File: src/rtl/rowsched_pkg.sv
package rowsched_pkg;
  typedef enum logic [1:0] {
    CMD_NOP = 2'd0,
    CMD_ACT = 2'd1,
    CMD_PRE = 2'd2,
    CMD_COL = 2'd3
  } cmdKind_t;

  typedef struct packed {
    logic     fire;
    cmdKind_t kind;
  } strobe_t;
endpackage

File: src/rtl/rowsched_ctrl.sv
module rowsched_ctrl
  import rowsched_pkg::*;
#(
  parameter int DEPTH  = 4,
  parameter int NBANK  = 4,
  parameter int ROWW   = 8,
  parameter int MAXBYP = 2,
  localparam int BW  = $clog2(NBANK),
  localparam int IW  = $clog2(DEPTH),
  localparam int BYW = $clog2(MAXBYP + 1)
) (
  input  logic            qValid   [DEPTH],
  input  logic            qWrite   [DEPTH],
  input  logic [BW-1:0]   qBank    [DEPTH],
  input  logic [ROWW-1:0] qRow     [DEPTH],
  input  logic [BYW-1:0]  qByp     [DEPTH],
  input  logic            bankOpen [NBANK],
  input  logic [ROWW-1:0] bankRow  [NBANK],
  input  logic            bankFree [NBANK],
  input  logic            rdOk,
  input  logic            wrOk,
  output strobe_t         stb,
  output logic [IW-1:0]   selIdx
);
  logic             starve;
  logic [DEPTH-1:0] isHit, isIdle, isConf, hitOk, idleOk, confOk;
  logic [NBANK-1:0] hitPend;
  logic             hAny, iAny, cAny;
  logic [IW-1:0]    hSel, iSel, cSel;

  // classify each queued request against its bank's row state
  always_comb begin
    starve  = qValid[0] && (qByp[0] >= BYW'(MAXBYP));
    hitPend = '0;
    for (int i = 0; i < DEPTH; i++) begin
      isHit[i]  = qValid[i] && bankOpen[qBank[i]] && (bankRow[qBank[i]] == qRow[i]);
      isIdle[i] = qValid[i] && !bankOpen[qBank[i]];
      isConf[i] = qValid[i] && bankOpen[qBank[i]] && (bankRow[qBank[i]] != qRow[i]);
      if (isHit[i]) hitPend[qBank[i]] = 1'b1;
    end
    for (int i = 0; i < DEPTH; i++) begin
      logic allowed;
      allowed   = !starve || (i == 0);
      hitOk[i]  = allowed && isHit[i] && bankFree[qBank[i]] && (qWrite[i] ? wrOk : rdOk);
      idleOk[i] = allowed && isIdle[i] && bankFree[qBank[i]];
      confOk[i] = allowed && isConf[i] && bankFree[qBank[i]] &&
                  (!hitPend[qBank[i]] || (starve && i == 0));
    end
  end

  // oldest (lowest index) per class, then class priority
  always_comb begin
    hAny = 1'b0; iAny = 1'b0; cAny = 1'b0;
    hSel = '0;   iSel = '0;   cSel = '0;
    for (int i = DEPTH - 1; i >= 0; i--) begin
      if (hitOk[i])  begin hAny = 1'b1; hSel = IW'(i); end
      if (idleOk[i]) begin iAny = 1'b1; iSel = IW'(i); end
      if (confOk[i]) begin cAny = 1'b1; cSel = IW'(i); end
    end
    stb.fire = hAny || iAny || cAny;
    if (hAny)      begin stb.kind = CMD_COL; selIdx = hSel; end
    else if (iAny) begin stb.kind = CMD_ACT; selIdx = iSel; end
    else if (cAny) begin stb.kind = CMD_PRE; selIdx = cSel; end
    else           begin stb.kind = CMD_NOP; selIdx = '0;   end
  end
endmodule

File: src/rtl/rowsched_store.sv
module rowsched_store
  import rowsched_pkg::*;
#(
  parameter int DEPTH  = 4,
  parameter int NBANK  = 4,
  parameter int ROWW   = 8,
  parameter int COLW   = 6,
  parameter int TAGW   = 8,
  parameter int BURST  = 4,
  parameter int TRCD   = 3,
  parameter int TRP    = 3,
  parameter int TWTR   = 2,
  parameter int MAXBYP = 2,
  localparam int BW  = $clog2(NBANK),
  localparam int IW  = $clog2(DEPTH),
  localparam int BYW = $clog2(MAXBYP + 1),
  localparam int CW  = $clog2(BURST + TWTR + TRCD + TRP + 1),
  localparam int GW  = $clog2(BURST + TWTR + 2) + 1
) (
  input  logic            clk,
  input  logic            rstN,
  input  logic            inValid,
  input  logic            inWrite,
  input  logic [BW-1:0]   inBank,
  input  logic [ROWW-1:0] inRow,
  input  logic [COLW-1:0] inCol,
  input  logic [TAGW-1:0] inTag,
  input  strobe_t         stb,
  input  logic [IW-1:0]   selIdx,
  output logic            inReady,
  output logic            qValid   [DEPTH],
  output logic            qWrite   [DEPTH],
  output logic [BW-1:0]   qBank    [DEPTH],
  output logic [ROWW-1:0] qRow     [DEPTH],
  output logic [BYW-1:0]  qByp     [DEPTH],
  output logic            bankOpen [NBANK],
  output logic [ROWW-1:0] bankRow  [NBANK],
  output logic            bankFree [NBANK],
  output logic            rdOk,
  output logic            wrOk,
  output logic            cmdValid,
  output logic [1:0]      cmdOp,
  output logic [BW-1:0]   cmdBank,
  output logic [ROWW-1:0] cmdRow,
  output logic [COLW-1:0] cmdCol,
  output logic            doneValid,
  output logic [TAGW-1:0] doneTag
);
  logic [COLW-1:0] qCol [DEPTH];
  logic [TAGW-1:0] qTag [DEPTH];
  logic            nValid [DEPTH];
  logic            nWrite [DEPTH];
  logic [BW-1:0]   nBank  [DEPTH];
  logic [ROWW-1:0] nRow   [DEPTH];
  logic [COLW-1:0] nCol   [DEPTH];
  logic [TAGW-1:0] nTag   [DEPTH];
  logic [BYW-1:0]  nByp   [DEPTH];
  logic [CW-1:0]   bankCnt [NBANK];
  logic [CW-1:0]   busCnt, rdCnt;
  logic [IW:0]     cntQ, tailQ;
  logic            remove;
  logic [BW-1:0]   selBank;
  logic [ROWW-1:0] selRow;
  logic            selWrite;

  assign selBank  = qBank[selIdx];
  assign selRow   = qRow[selIdx];
  assign selWrite = qWrite[selIdx];
  assign remove   = stb.fire && (stb.kind == CMD_COL);
  assign rdOk     = (rdCnt == '0);
  assign wrOk     = (busCnt == '0);

  for (genvar b = 0; b < NBANK; b++) begin : g_free
    assign bankFree[b] = (bankCnt[b] == '0);
  end

  // queue next state: compact out the served entry, append the new one
  always_comb begin
    cntQ = '0;
    for (int i = 0; i < DEPTH; i++) cntQ = cntQ + (IW + 1)'(qValid[i]);
    inReady = (cntQ < (IW + 1)'(DEPTH));
    for (int i = 0; i < DEPTH; i++) begin
      nValid[i] = qValid[i]; nWrite[i] = qWrite[i]; nBank[i] = qBank[i];
      nRow[i] = qRow[i]; nCol[i] = qCol[i]; nTag[i] = qTag[i]; nByp[i] = qByp[i];
      if (remove && i >= int'(selIdx)) begin
        if (i < DEPTH - 1) begin
          nValid[i] = qValid[i+1]; nWrite[i] = qWrite[i+1]; nBank[i] = qBank[i+1];
          nRow[i] = qRow[i+1]; nCol[i] = qCol[i+1]; nTag[i] = qTag[i+1]; nByp[i] = qByp[i+1];
        end else begin
          nValid[i] = 1'b0;
        end
      end else if (remove && qByp[i] < BYW'(MAXBYP)) begin
        nByp[i] = qByp[i] + 1'b1;
      end
    end
    tailQ = cntQ - (IW + 1)'(remove);
    if (inValid && inReady) begin
      nValid[tailQ[IW-1:0]] = 1'b1;   nWrite[tailQ[IW-1:0]] = inWrite;
      nBank[tailQ[IW-1:0]]  = inBank; nRow[tailQ[IW-1:0]]   = inRow;
      nCol[tailQ[IW-1:0]]   = inCol;  nTag[tailQ[IW-1:0]]   = inTag;
      nByp[tailQ[IW-1:0]]   = '0;
    end
  end

  always_ff @(posedge clk) begin
    if (!rstN) begin
      for (int i = 0; i < DEPTH; i++) begin
        qValid[i] <= 1'b0; qWrite[i] <= 1'b0; qBank[i] <= '0;
        qRow[i] <= '0; qCol[i] <= '0; qTag[i] <= '0; qByp[i] <= '0;
      end
      for (int b = 0; b < NBANK; b++) begin
        bankOpen[b] <= 1'b0; bankRow[b] <= '0; bankCnt[b] <= '0;
      end
      busCnt <= '0; rdCnt <= '0;
      cmdValid <= 1'b0; cmdOp <= 2'b00; cmdBank <= '0; cmdRow <= '0; cmdCol <= '0;
      doneValid <= 1'b0; doneTag <= '0;
    end else begin
      for (int i = 0; i < DEPTH; i++) begin
        qValid[i] <= nValid[i]; qWrite[i] <= nWrite[i]; qBank[i] <= nBank[i];
        qRow[i] <= nRow[i]; qCol[i] <= nCol[i]; qTag[i] <= nTag[i]; qByp[i] <= nByp[i];
      end
      for (int b = 0; b < NBANK; b++) begin
        if (stb.fire && selBank == BW'(b)) begin
          case (stb.kind)
            CMD_ACT: begin bankOpen[b] <= 1'b1; bankRow[b] <= selRow; bankCnt[b] <= CW'(TRCD - 1); end
            CMD_PRE: begin bankOpen[b] <= 1'b0; bankCnt[b] <= CW'(TRP - 1); end
            CMD_COL: bankCnt[b] <= CW'(BURST - 1);
            default: ;
          endcase
        end else if (bankCnt[b] != '0) begin
          bankCnt[b] <= bankCnt[b] - 1'b1;
        end
      end
      if (remove) begin
        busCnt <= CW'(BURST - 1);
        rdCnt  <= selWrite ? CW'(BURST + TWTR - 1) : CW'(BURST - 1);
      end else begin
        if (busCnt != '0) busCnt <= busCnt - 1'b1;
        if (rdCnt != '0)  rdCnt  <= rdCnt - 1'b1;
      end
      cmdValid  <= stb.fire;
      cmdOp     <= (stb.kind == CMD_COL) ? {1'b1, selWrite} :
                   (stb.kind == CMD_PRE) ? 2'b01 : 2'b00;
      cmdBank   <= selBank;
      cmdRow    <= selRow;
      cmdCol    <= qCol[selIdx];
      doneValid <= remove;
      doneTag   <= qTag[selIdx];
    end
  end

  // output-side spacing trackers for the checks below
  logic [GW-1:0] colGap, wrGap;
  always_ff @(posedge clk) begin
    if (!rstN) begin
      colGap <= '1; wrGap <= '1;
    end else begin
      if (cmdValid && cmdOp[1]) colGap <= GW'(1);
      else if (colGap != '1)    colGap <= colGap + 1'b1;
      if (cmdValid && cmdOp == 2'b11) wrGap <= GW'(1);
      else if (wrGap != '1)           wrGap <= wrGap + 1'b1;
    end
  end

  assert_col_open_R2: assert property (@(posedge clk) disable iff (!rstN)
    remove |-> (bankOpen[selBank] && bankRow[selBank] == selRow));
  assert_bank_ready_R5: assert property (@(posedge clk) disable iff (!rstN)
    stb.fire |-> bankFree[selBank]);
  assert_col_gap_R3: assert property (@(posedge clk) disable iff (!rstN)
    (cmdValid && cmdOp[1]) |-> (colGap >= GW'(BURST)));
  assert_wr_rd_gap_R7: assert property (@(posedge clk) disable iff (!rstN)
    (cmdValid && cmdOp == 2'b10) |-> (wrGap >= GW'(BURST + TWTR)));
  assert_starve_hold_R9: assert property (@(posedge clk) disable iff (!rstN)
    (stb.fire && qValid[0] && qByp[0] == BYW'(MAXBYP)) |-> (selIdx == '0));
  assert_done_col_R10: assert property (@(posedge clk) disable iff (!rstN)
    doneValid |-> (cmdValid && cmdOp[1]));
endmodule

File: src/rtl/rowsched_top.sv
module rowsched_top
  import rowsched_pkg::*;
#(
  parameter int DEPTH  = 4,
  parameter int NBANK  = 4,
  parameter int ROWW   = 8,
  parameter int COLW   = 6,
  parameter int TAGW   = 8,
  parameter int BURST  = 4,
  parameter int TRCD   = 3,
  parameter int TRP    = 3,
  parameter int TWTR   = 2,
  parameter int MAXBYP = 2,
  localparam int BW  = $clog2(NBANK),
  localparam int IW  = $clog2(DEPTH),
  localparam int BYW = $clog2(MAXBYP + 1)
) (
  input  logic            clk,
  input  logic            rstN,
  input  logic            inValid,
  input  logic            inWrite,
  input  logic [BW-1:0]   inBank,
  input  logic [ROWW-1:0] inRow,
  input  logic [COLW-1:0] inCol,
  input  logic [TAGW-1:0] inTag,
  output logic            inReady,
  output logic            cmdValid,
  output logic [1:0]      cmdOp,
  output logic [BW-1:0]   cmdBank,
  output logic [ROWW-1:0] cmdRow,
  output logic [COLW-1:0] cmdCol,
  output logic            doneValid,
  output logic [TAGW-1:0] doneTag
);
  strobe_t         stb;
  logic [IW-1:0]   selIdx;
  logic            qValid   [DEPTH];
  logic            qWrite   [DEPTH];
  logic [BW-1:0]   qBank    [DEPTH];
  logic [ROWW-1:0] qRow     [DEPTH];
  logic [BYW-1:0]  qByp     [DEPTH];
  logic            bankOpen [NBANK];
  logic [ROWW-1:0] bankRow  [NBANK];
  logic            bankFree [NBANK];
  logic            rdOk, wrOk;

  rowsched_ctrl #(.DEPTH(DEPTH), .NBANK(NBANK), .ROWW(ROWW), .MAXBYP(MAXBYP)) u_ctrl (
    .qValid(qValid), .qWrite(qWrite), .qBank(qBank), .qRow(qRow), .qByp(qByp),
    .bankOpen(bankOpen), .bankRow(bankRow), .bankFree(bankFree),
    .rdOk(rdOk), .wrOk(wrOk), .stb(stb), .selIdx(selIdx));

  rowsched_store #(.DEPTH(DEPTH), .NBANK(NBANK), .ROWW(ROWW), .COLW(COLW), .TAGW(TAGW),
                   .BURST(BURST), .TRCD(TRCD), .TRP(TRP), .TWTR(TWTR), .MAXBYP(MAXBYP)) u_store (
    .clk(clk), .rstN(rstN), .inValid(inValid), .inWrite(inWrite), .inBank(inBank),
    .inRow(inRow), .inCol(inCol), .inTag(inTag), .stb(stb), .selIdx(selIdx),
    .inReady(inReady), .qValid(qValid), .qWrite(qWrite), .qBank(qBank), .qRow(qRow),
    .qByp(qByp), .bankOpen(bankOpen), .bankRow(bankRow), .bankFree(bankFree),
    .rdOk(rdOk), .wrOk(wrOk), .cmdValid(cmdValid), .cmdOp(cmdOp), .cmdBank(cmdBank),
    .cmdRow(cmdRow), .cmdCol(cmdCol), .doneValid(doneValid), .doneTag(doneTag));
endmodule

File: config.mk
export PLATFORM = sky130hd
export DESIGN_NAME = rowsched_top
export DESIGN_NICKNAME = d
export VERILOG_FILES = /design/src/rtl/rowsched_pkg.sv /design/src/rtl/rowsched_ctrl.sv /design/src/rtl/rowsched_store.sv /design/src/rtl/rowsched_top.sv
export SDC_FILE = /design/constraint.sdc
export NUM_CORES = 1
export LEC_CHECK = 0
export BUFFER_PORTS_ARGS = -buffer_cell sky130_fd_sc_hd__buf_2
export CAP_MARGIN = 20
export CORE_UTILIZATION = 60
export CTS_BUF_LIST = sky130_fd_sc_hd__clkbuf_8 sky130_fd_sc_hd__clkbuf_16
export DETAILED_ROUTE_END_ITERATION = 7
export PLACE_DENSITY_LB_ADDON = 0.12
export SETUP_SLACK_MARGIN = 0.05
export SLEW_MARGIN = 40
export SYNTH_ARGS = -nofsm -noshare
export SYNTH_HDL_FRONTEND = slang
export SYNTH_SLANG_ARGS = --single-unit
export TNS_END_PERCENT = 20
File: constraint.sdc
create_clock -name clk -period 8.8 [get_ports clk]
set_input_delay 1.76 -clock clk [delete_from_list [all_inputs] [get_ports clk]]
set_output_delay 1.76 -clock clk [all_outputs]
set_load 0.1 [all_outputs]
==> PnR_summary.wiki, run 1 <==
{| class="wikitable"
! Metric !! Value
|-
| Count of instances resized after the clock tree is built || 0
|-
| Slew of the pin with the lowest slew margin || 0.872 ns
|-
| CTS tree || built
|-
| CTS clock-pin slew for the worst setup and hold paths || ~0.08 ns
|-
| Post-synthesis simple-gate area fraction || 0.184
|-
| Setup crit start || u_store.qBank[7]
|-
| Post-synthesis adder-cell area fraction || 0.0153
|-
| Via count of the first global-routing pass || about 9,000
|-
| Worst Path Max Fanout || 33
|-
| Static Leak || approximately 4.8 nW
|-
| Final Wtd Congestion || between 0.9 and 1
|-
| Count of TritonRoute iterations in the first routing pass || 7
|-
| Mapped cell area || between 10,000 and 15,000 um2
|-
| Most used cells in the layout excluding fill and tap cells || 179 x nand2_1, 179 x dfxtp_1, 125 x nor2_1
|-
| Number of distinct library cell variants in the gate-level netlist after synthesis || between 80 and 90
|-
| Nets in the synthesized netlist || approximately 1,200
|-
| Starting density of the core || 0.616
|-
| Power dissipated by switching net loads || ~0.0018 W
|-
| Post-CTS Hold Fix Bufs || 0
|-
| Total setup violations reported at the end of the flow || 0
|-
| Total Negative Setup Slacks || 0 ns
|-
| Count of final max-slew check failures || 0
|-
| Count of fill cells added during filler insertion || roughly 1,500
|-
| Instance count of the mapped netlist || roughly 1,200
|-
| Max IR drop VDD || about 220 uV
|-
| Die W || around 140 um
|-
| R2R cell count || 14
|-
| Initial DRC Count || ~970
|-
| Aggregate global-route resource usage || 0.317
|-
| Power share of the sequential group || 0.342
|-
| Non-filler cells in the finished layout || about 1,400
|-
| First-pass GRT wire length || 48.1 mm
|-
| Arrival time worst endpoint || about 6.3 ns
|-
| Via-to-Cell Ratio || approximately 6.4
|-
| Setup Slack @ Placement || between 2 and 3 ns
|-
| Total number of yosys warnings || 0
|-
| Area used by sequential logic in the layout || approximately 4100 um2
|-
| Top_reg_cell synth || dfxtp_1
|-
| Later-pin clock latency in the skew report || between 0.4 and 0.5 ns
|-
| Capture instance of the worst register-to-register path || u_store.bankCnt[0][2]
|-
| Async set-reset flop share out of synthesis || 0
|-
| Pwr/cell area || about 320 nW/um2
|-
| Post-detailed-placement half-perimeter wirelength || approximately 20 mm
|-
| Buffer cell driving the clock tree root || clkbuf_16
|-
| Hold Path Stages || 2
|-
| Buffer count from post-CTS setup fixing || 0
|-
| Net count reported at finish || between 1,000 and 1,500
|-
| Cells after DPL || around 1,400
|-
| Period utilisation layout || 0.708
|-
| Share of synthesized area occupied by flip-flops and latches || 0.373
|-
| Fraction of power consumed by the clock network || 0.206
|-
| Total detailed-routing wirelength || a little under 30 mm
|-
| Multi-input logic area || 6500 um2
|-
| Total via count after detailed routing || roughly 9,300
|-
| Post-Route Skew || between 0.01 and 0.015 ns
|-
| Synthesized-area fraction occupied by ao, oa, aoi and oai cells || 0.142
|-
| Clock H-tree levels || 4
|-
| Kind of end point of the critical path || register
|-
| Internal power component || between 0.002 and 0.0025 W
|-
| Y dimension of the die || 138 um
|-
| Remaining Overflow, GRT || 0
|-
| Type of the worst setup path || reg -> reg
|-
| Category of the worst setup path launch point || register
|-
| Antenna violations before repair || 1
|-
| Count of port buffers added during placement || 56
|-
| Run status || finished, final reports clean
|-
| Clock net sink count || 199
|-
| Maximum number of pins on one net before global-route repair || 97
|-
| Max clock buf depth || 2
|-
| Net Sw Frac || 0.451
|-
| Number of failing hold endpoints at the final stage || 0
|-
| Area growth from synthesis to layout || 8.48%
|-
| Reg2Reg Launch Point || u_store.qBank[7]
|-
| Post-Synth XOR/XNOR Area || 0.0355
|-
| Average wire per cell in the routed design || ~21 um
|-
| Core ar. || ~18,000 um2
|-
| Multiplexer fraction of the synthesized cell area || 0.202
|-
| Total of flip-flops plus latches after synthesis || ~200
|-
| Die ar. || between 15,000 and 20,000 um2
|-
| Relative slew slack || 0.418
|-
| Fraction of final layout cells with drive strength greater than 1 || 0.160
|-
| Max frequency || 161 MHz
|-
| FP Rows || ~50
|-
| Post-route worst setup slack || about 2.6 ns
|-
| Hold/Removal Path Class || reg -> reg
|-
| Max-cap violations || 0
|-
| R2R Setup Slk || 2.57 ns
|-
| Post-route antenna net violation count || 0
|-
| Tot Pwr || 0.00391 W
|-
| Num CTS Buffers || 17
|-
| Post-synth EDFFs || 16
|-
| Post-Syn Area per Cell || 9.21 um2
|-
| Number of top-level pins || 57
|-
| Portion of total power attributed to combinational logic || 0.452
|-
| Final period demand of the worst path || slightly above 6 ns
|-
| Required @ worst endpoint || approximately 8.9 ns
|-
| Number of remaining DRC errors || 0
|-
| Setup repair after global routing missed its margin || false
|-
| Core Util, Final || 0.668
|-
| Largest family of logic cells by synthesized area || multiplexers
|}
## stage by stage
| stage | hold slack, ns | area [um2] |
|---|---|---|
| CTS | 0.480 | 12000 |
| detailed placement | 0.465 | 11400 |
| global route | 0.499 | 12000 |
| floorplan | 0.446 | 11100 |
| finish | 0.480 | 12000 |
| global placement | 0.459 | 11400 |
## layout make-up
cell class | count | area share
diodes | 1 | 0.000208
clock buffers | 17 | 0.0353
clock inverters | 15 | 0.0146
inverters | 37 | 0.0117
multi-input cells | 883 | 0.539
flip-flops and latches | 199 | 0.344
well taps | 229 | 0.0238
repair buffers | 67 | 0.0305
## synth_stat cells, types with 5 or more instances
| cell | instances | area, um2 |
|---|---|---|
| dfxtp_1 | 183 | 3660 |
| nand2_1 | 183 | 687 |
| nor2_1 | 126 | 473 |
| mux2i_1 | 101 | 1010 |
| clkbuf_1 | 58 | 218 |
| a21oi_1 | 57 | 285 |
| a211oi_1 | 51 | 383 |
| mux4_2 | 50 | 1130 |
| xnor2_1 | 41 | 359 |
| inv_1 | 34 | 128 |
| a311oi_1 | 24 | 210 |
| nor3_1 | 22 | 110 |
| and2_1 | 21 | 131 |
| edfxtp_1 | 16 | 480 |
| o21ai_0 | 16 | 80.1 |
| nand3_1 | 13 | 65.1 |
| nand4_1 | 13 | 81.3 |
| and3_1 | 12 | 75.1 |
| buf_2 | 12 | 60.1 |
| ha_1 | 12 | 150 |
| o211ai_1 | 12 | 90.1 |
| nand3b_1 | 9 | 67.6 |
| nor3b_1 | 9 | 67.6 |
| mux2_2 | 8 | 90.1 |
| nand2b_1 | 8 | 50.1 |
| o21a_1 | 8 | 60.1 |
| buf_4 | 7 | 52.6 |
| a31oi_1 | 6 | 37.5 |
| buf_1 | 6 | 22.5 |
| nor2b_1 | 5 | 31.3 |
| or3_1 | 5 | 31.3 |
## power groups by stage
stage | sequential, W | combinational, W | clock, W
CTS | 0.00133 | 0.00175 | 0.000816
floorplan | 0.00154 | 0.00117 | 0
global route | 0.00136 | 0.00191 | 0.000851
detailed placement | 0.00135 | 0.00173 | 0
finish | 0.00134 | 0.00176 | 0.000805
global placement | 0.00134 | 0.00170 | 0
## per-layer routing
layer	vias up	wire, um	global-route usage	share of wire
li1	4340	-	-	-
met1	4506	12700	0.413	0.43
met2	402	14000	0.515	0.47
met3	84	1990	0.0651	0.067
met4	0	1080	0.126	0.036
met5	-	0	0	0
## kinds of logic after synthesis
logic type,Yosys count
and+or+nand+nor,447
buffers and inverters,124
adders and majority gates,13
AOI/OAI and AO/OA,218
DFF,199
muxes,160
xor gates and xnor gates,45
## worst max path at each step
stage	end	slack, ns
global placement	u_store.bankCnt[0][2]	3.01
finish	u_store.bankCnt[0][2]	2.57
global route	u_store.bankCnt[0][2]	2.21
detailed placement	u_store.bankCnt[0][3]	2.73
CTS	u_store.bankCnt[0][2]	2.70
floorplan	u_store.bankCnt[0][0]	4.32
## worst max-delay path, cell delays in order, from the launching register on
cell,delay [ns]
dfxtp_1,0.89
clkinv_1,0.58
mux2i_1,0.33
o22a_1,0.30
nor2_1,0.11
a32oi_2,0.22
buf_4,0.36
and2_1,0.58
nand3_1,0.27
nor3_1,0.30
nor2_2,0.14
nand2_4,0.44
mux2_1,0.38
a32o_2,0.38
o311ai_1,0.56
Power figures use the tool's default switching activity.
==> inputs of run 2 (changes only) <==
clock period = 6.4 ns   (was 8.8 ns; I/O delays follow)
==> PnR_summary.wiki, run 2 (synthesized netlist as in run 1, its figures left out) <==
{| class="wikitable"
! Metric !! Value
|-
| Run status || finished, final reports clean
|-
| Fraction of final layout cells with drive strength greater than 1 || 0.164
|-
| Cells after DPL || between 1,000 and 1,500
|-
| Final period demand of the worst path || between 5 and 6 ns
|-
| Period utilisation layout || 0.847
|-
| Aggregate global-route resource usage || 0.319
|-
| Max-cap violations || 0
|-
| Average wire per cell in the routed design || approximately 20 um
|-
| Post-Route Skew || 0.0133 ns
|-
| Pwr/cell area || about 450 nW/um2
|-
| Y dimension of the die || between 100 and 150 um
|-
| Buffer count from post-CTS setup fixing || 0
|-
| Count of TritonRoute iterations in the first routing pass || 5
|-
| Max frequency || ~180 MHz
|-
| Maximum number of pins on one net before global-route repair || 78
|-
| Post-route antenna net violation count || 0
|-
| Remaining Overflow, GRT || 0
|-
| Relative slew slack || 0.445
|-
| Total detailed-routing wirelength || around 30 mm
|-
| Total via count after detailed routing || approximately 9,400
|-
| Count of instances resized after the clock tree is built || 0
|-
| Hold/Removal Path Class || reg -> reg
|-
| Kind of end point of the critical path || register
|-
| Setup crit start || u_store.qBank[2]
|-
| Category of the worst setup path launch point || register
|-
| Commonest non-fill, non-tap cell in the layout || dfxtp_1
|-
| Worst Path Max Fanout || 32
|-
| Total Negative Setup Slacks || 0 ns
|-
| Non-filler cells in the finished layout || between 1,000 and 1,500
|-
| Clock H-tree levels || 4
|-
| Count of fill cells added during filler insertion || between 1,500 and 2,000
|-
| Core ar. || approximately 18,000 um2
|-
| Num CTS Buffers || 17
|-
| Most used cells in the layout excluding fill and tap cells || 181 x dfxtp_1, 180 x nand2_1, 124 x nor2_1
|-
| Max IR drop VDD || around 460 uV
|-
| Initial DRC Count || 811
|-
| Required @ worst endpoint || 6.48 ns
|-
| Setup repair after global routing missed its margin || false
|-
| Post-detailed-placement half-perimeter wirelength || just over 20 mm
|-
| Slew of the pin with the lowest slew margin || ~0.83 ns
|-
| CTS tree || built
|-
| Antenna fix cells || 0
|-
| Ordered cell list for the critical path || mux4_2 > xnor2_1 > nand4_1 > nor2_1 > a32oi_1 > and3_1 > a311o_1 > nand2_1 > o211ai_4 > nand2_4 > buf_4 > o211ai_1 > a32o_2 > o311ai_1
|-
| Standard cell with the maximum stage delay on the critical path || dfxtp_1
|-
| Clock net sink count || just under 200
|-
| Arrival time worst endpoint || ~5.5 ns
|-
| Number of failing hold endpoints at the final stage || 0
|-
| Type of the worst setup path || reg -> reg
|-
| First-pass GRT wire length || between 40 and 50 mm
|-
| Die W || 138 um
|-
| Reg2Reg Launch Point || u_store.qBank[2]
|-
| Number of top-level pins || 57
|-
| CP peak stage delay || between 0.7 and 0.8 ns
|-
| Via-to-Cell Ratio || around 6.4
|-
| Tot Pwr || 0.00540 W
|-
| CTS clock-pin slew for the worst setup and hold paths || roughly 0.080 ns
|-
| Net count reported at finish || 1,255
|-
| Placement Cell Area || 11,500 um2
|-
| Max clock buf depth || 2
|-
| Post-CTS Hold Fix Bufs || 0
|-
| Number of remaining DRC errors || 0
|-
| Count of final max-slew check failures || 0
|-
| FP Rows || 49
|-
| Final std cell area, no fill || approximately 12,000 um2
|-
| Total setup violations reported at the end of the flow || 0
|-
| Final Wtd Congestion || about 0.96
|-
| Die ar. || roughly 19,000 um2
|-
| Count of port buffers added during placement || 56
|-
| Starting density of the core || 0.616
|-
| Antenna violations before repair || 0
|-
| Static Leak || roughly 4.8 nW
|-
| Later-pin clock latency in the skew report || about 0.45 ns
|-
| Via count of the first global-routing pass || 9,039
|-
| Area growth from synthesis to layout || 8.97%
|-
| Buffer cell driving the clock tree root || clkbuf_16
|-
| Hold_ws || around 0.48 ns
|}
==> run 2: changes by cell type in the layout (fill, tap and decap cells not counted), moves of 2 or more <==
cell	previous run	this run
dfxtp_1	179	181
buf_4	8	19
inv_6	5	3
inv_8	2	4
dfxtp_2	4	2
==> run 2: power breakdown <==
part	switching (W)	internal, W	total [W]	leakage (nW)
logic	0.00163	0.000846	0.00248	2.83
clock network	0.000548	0.000563	0.00111	0.299
registers	0.000260	0.00155	0.00181	1.67
==> run 2: path summary, 6_finish.rpt <==
check | end | slack (ns) | cells past startpoint
worst min register to register | register | 0.48 | 2
worst max register to register | u_store.bankCnt[0][2] | 0.98 | 14
worst max-delay path | u_store.bankCnt[0][2] | 0.98 | 14
worst min-delay path | register | 0.48 | 2
==> run 2: worst max-delay path: cells and delay by family (launching register included) <==
| family | cells | cell delay [ns] |
|---|---|---|
| XOR/XNOR | 1 | 0.18 |
| AND/OR/NAND/NOR | 5 | 1.27 |
| multiplexers | 1 | 0.63 |
| buffers and inverters | 1 | 0.40 |
| AO/OA/AOI/OAI | 6 | 1.81 |
| flip-flops | 1 | 0.75 |
==> run 2: metal layers <==
layer | GRT usage | wire length, um
met5 | 0 | 0
met4 | 0.142 | 1010
met3 | 0.0544 | 1920
met2 | 0.509 | 14100
met1 | 0.426 | 12900
==> run 2: per-stage QoR <==
step	utilization	setup WS, ns
finish	0.671	0.977
CTS	0.669	0.688
global placement	0.636	0.855
floorplan	-	1.92
detailed placement	0.636	0.741
global route	0.671	0.640
==> run 2: area by class of cell <==
class | instances | area, um2 | area share
clock buffer | 17 | 425 | 0.0352
multi-input combinational | 883 | 6490 | 0.536
tap | 229 | 287 | 0.0237
clock inverter | 15 | 178 | 0.0147
timing repair buffer | 76 | 434 | 0.0359
sequential | 199 | 4150 | 0.343
inverter | 37 | 141 | 0.0117
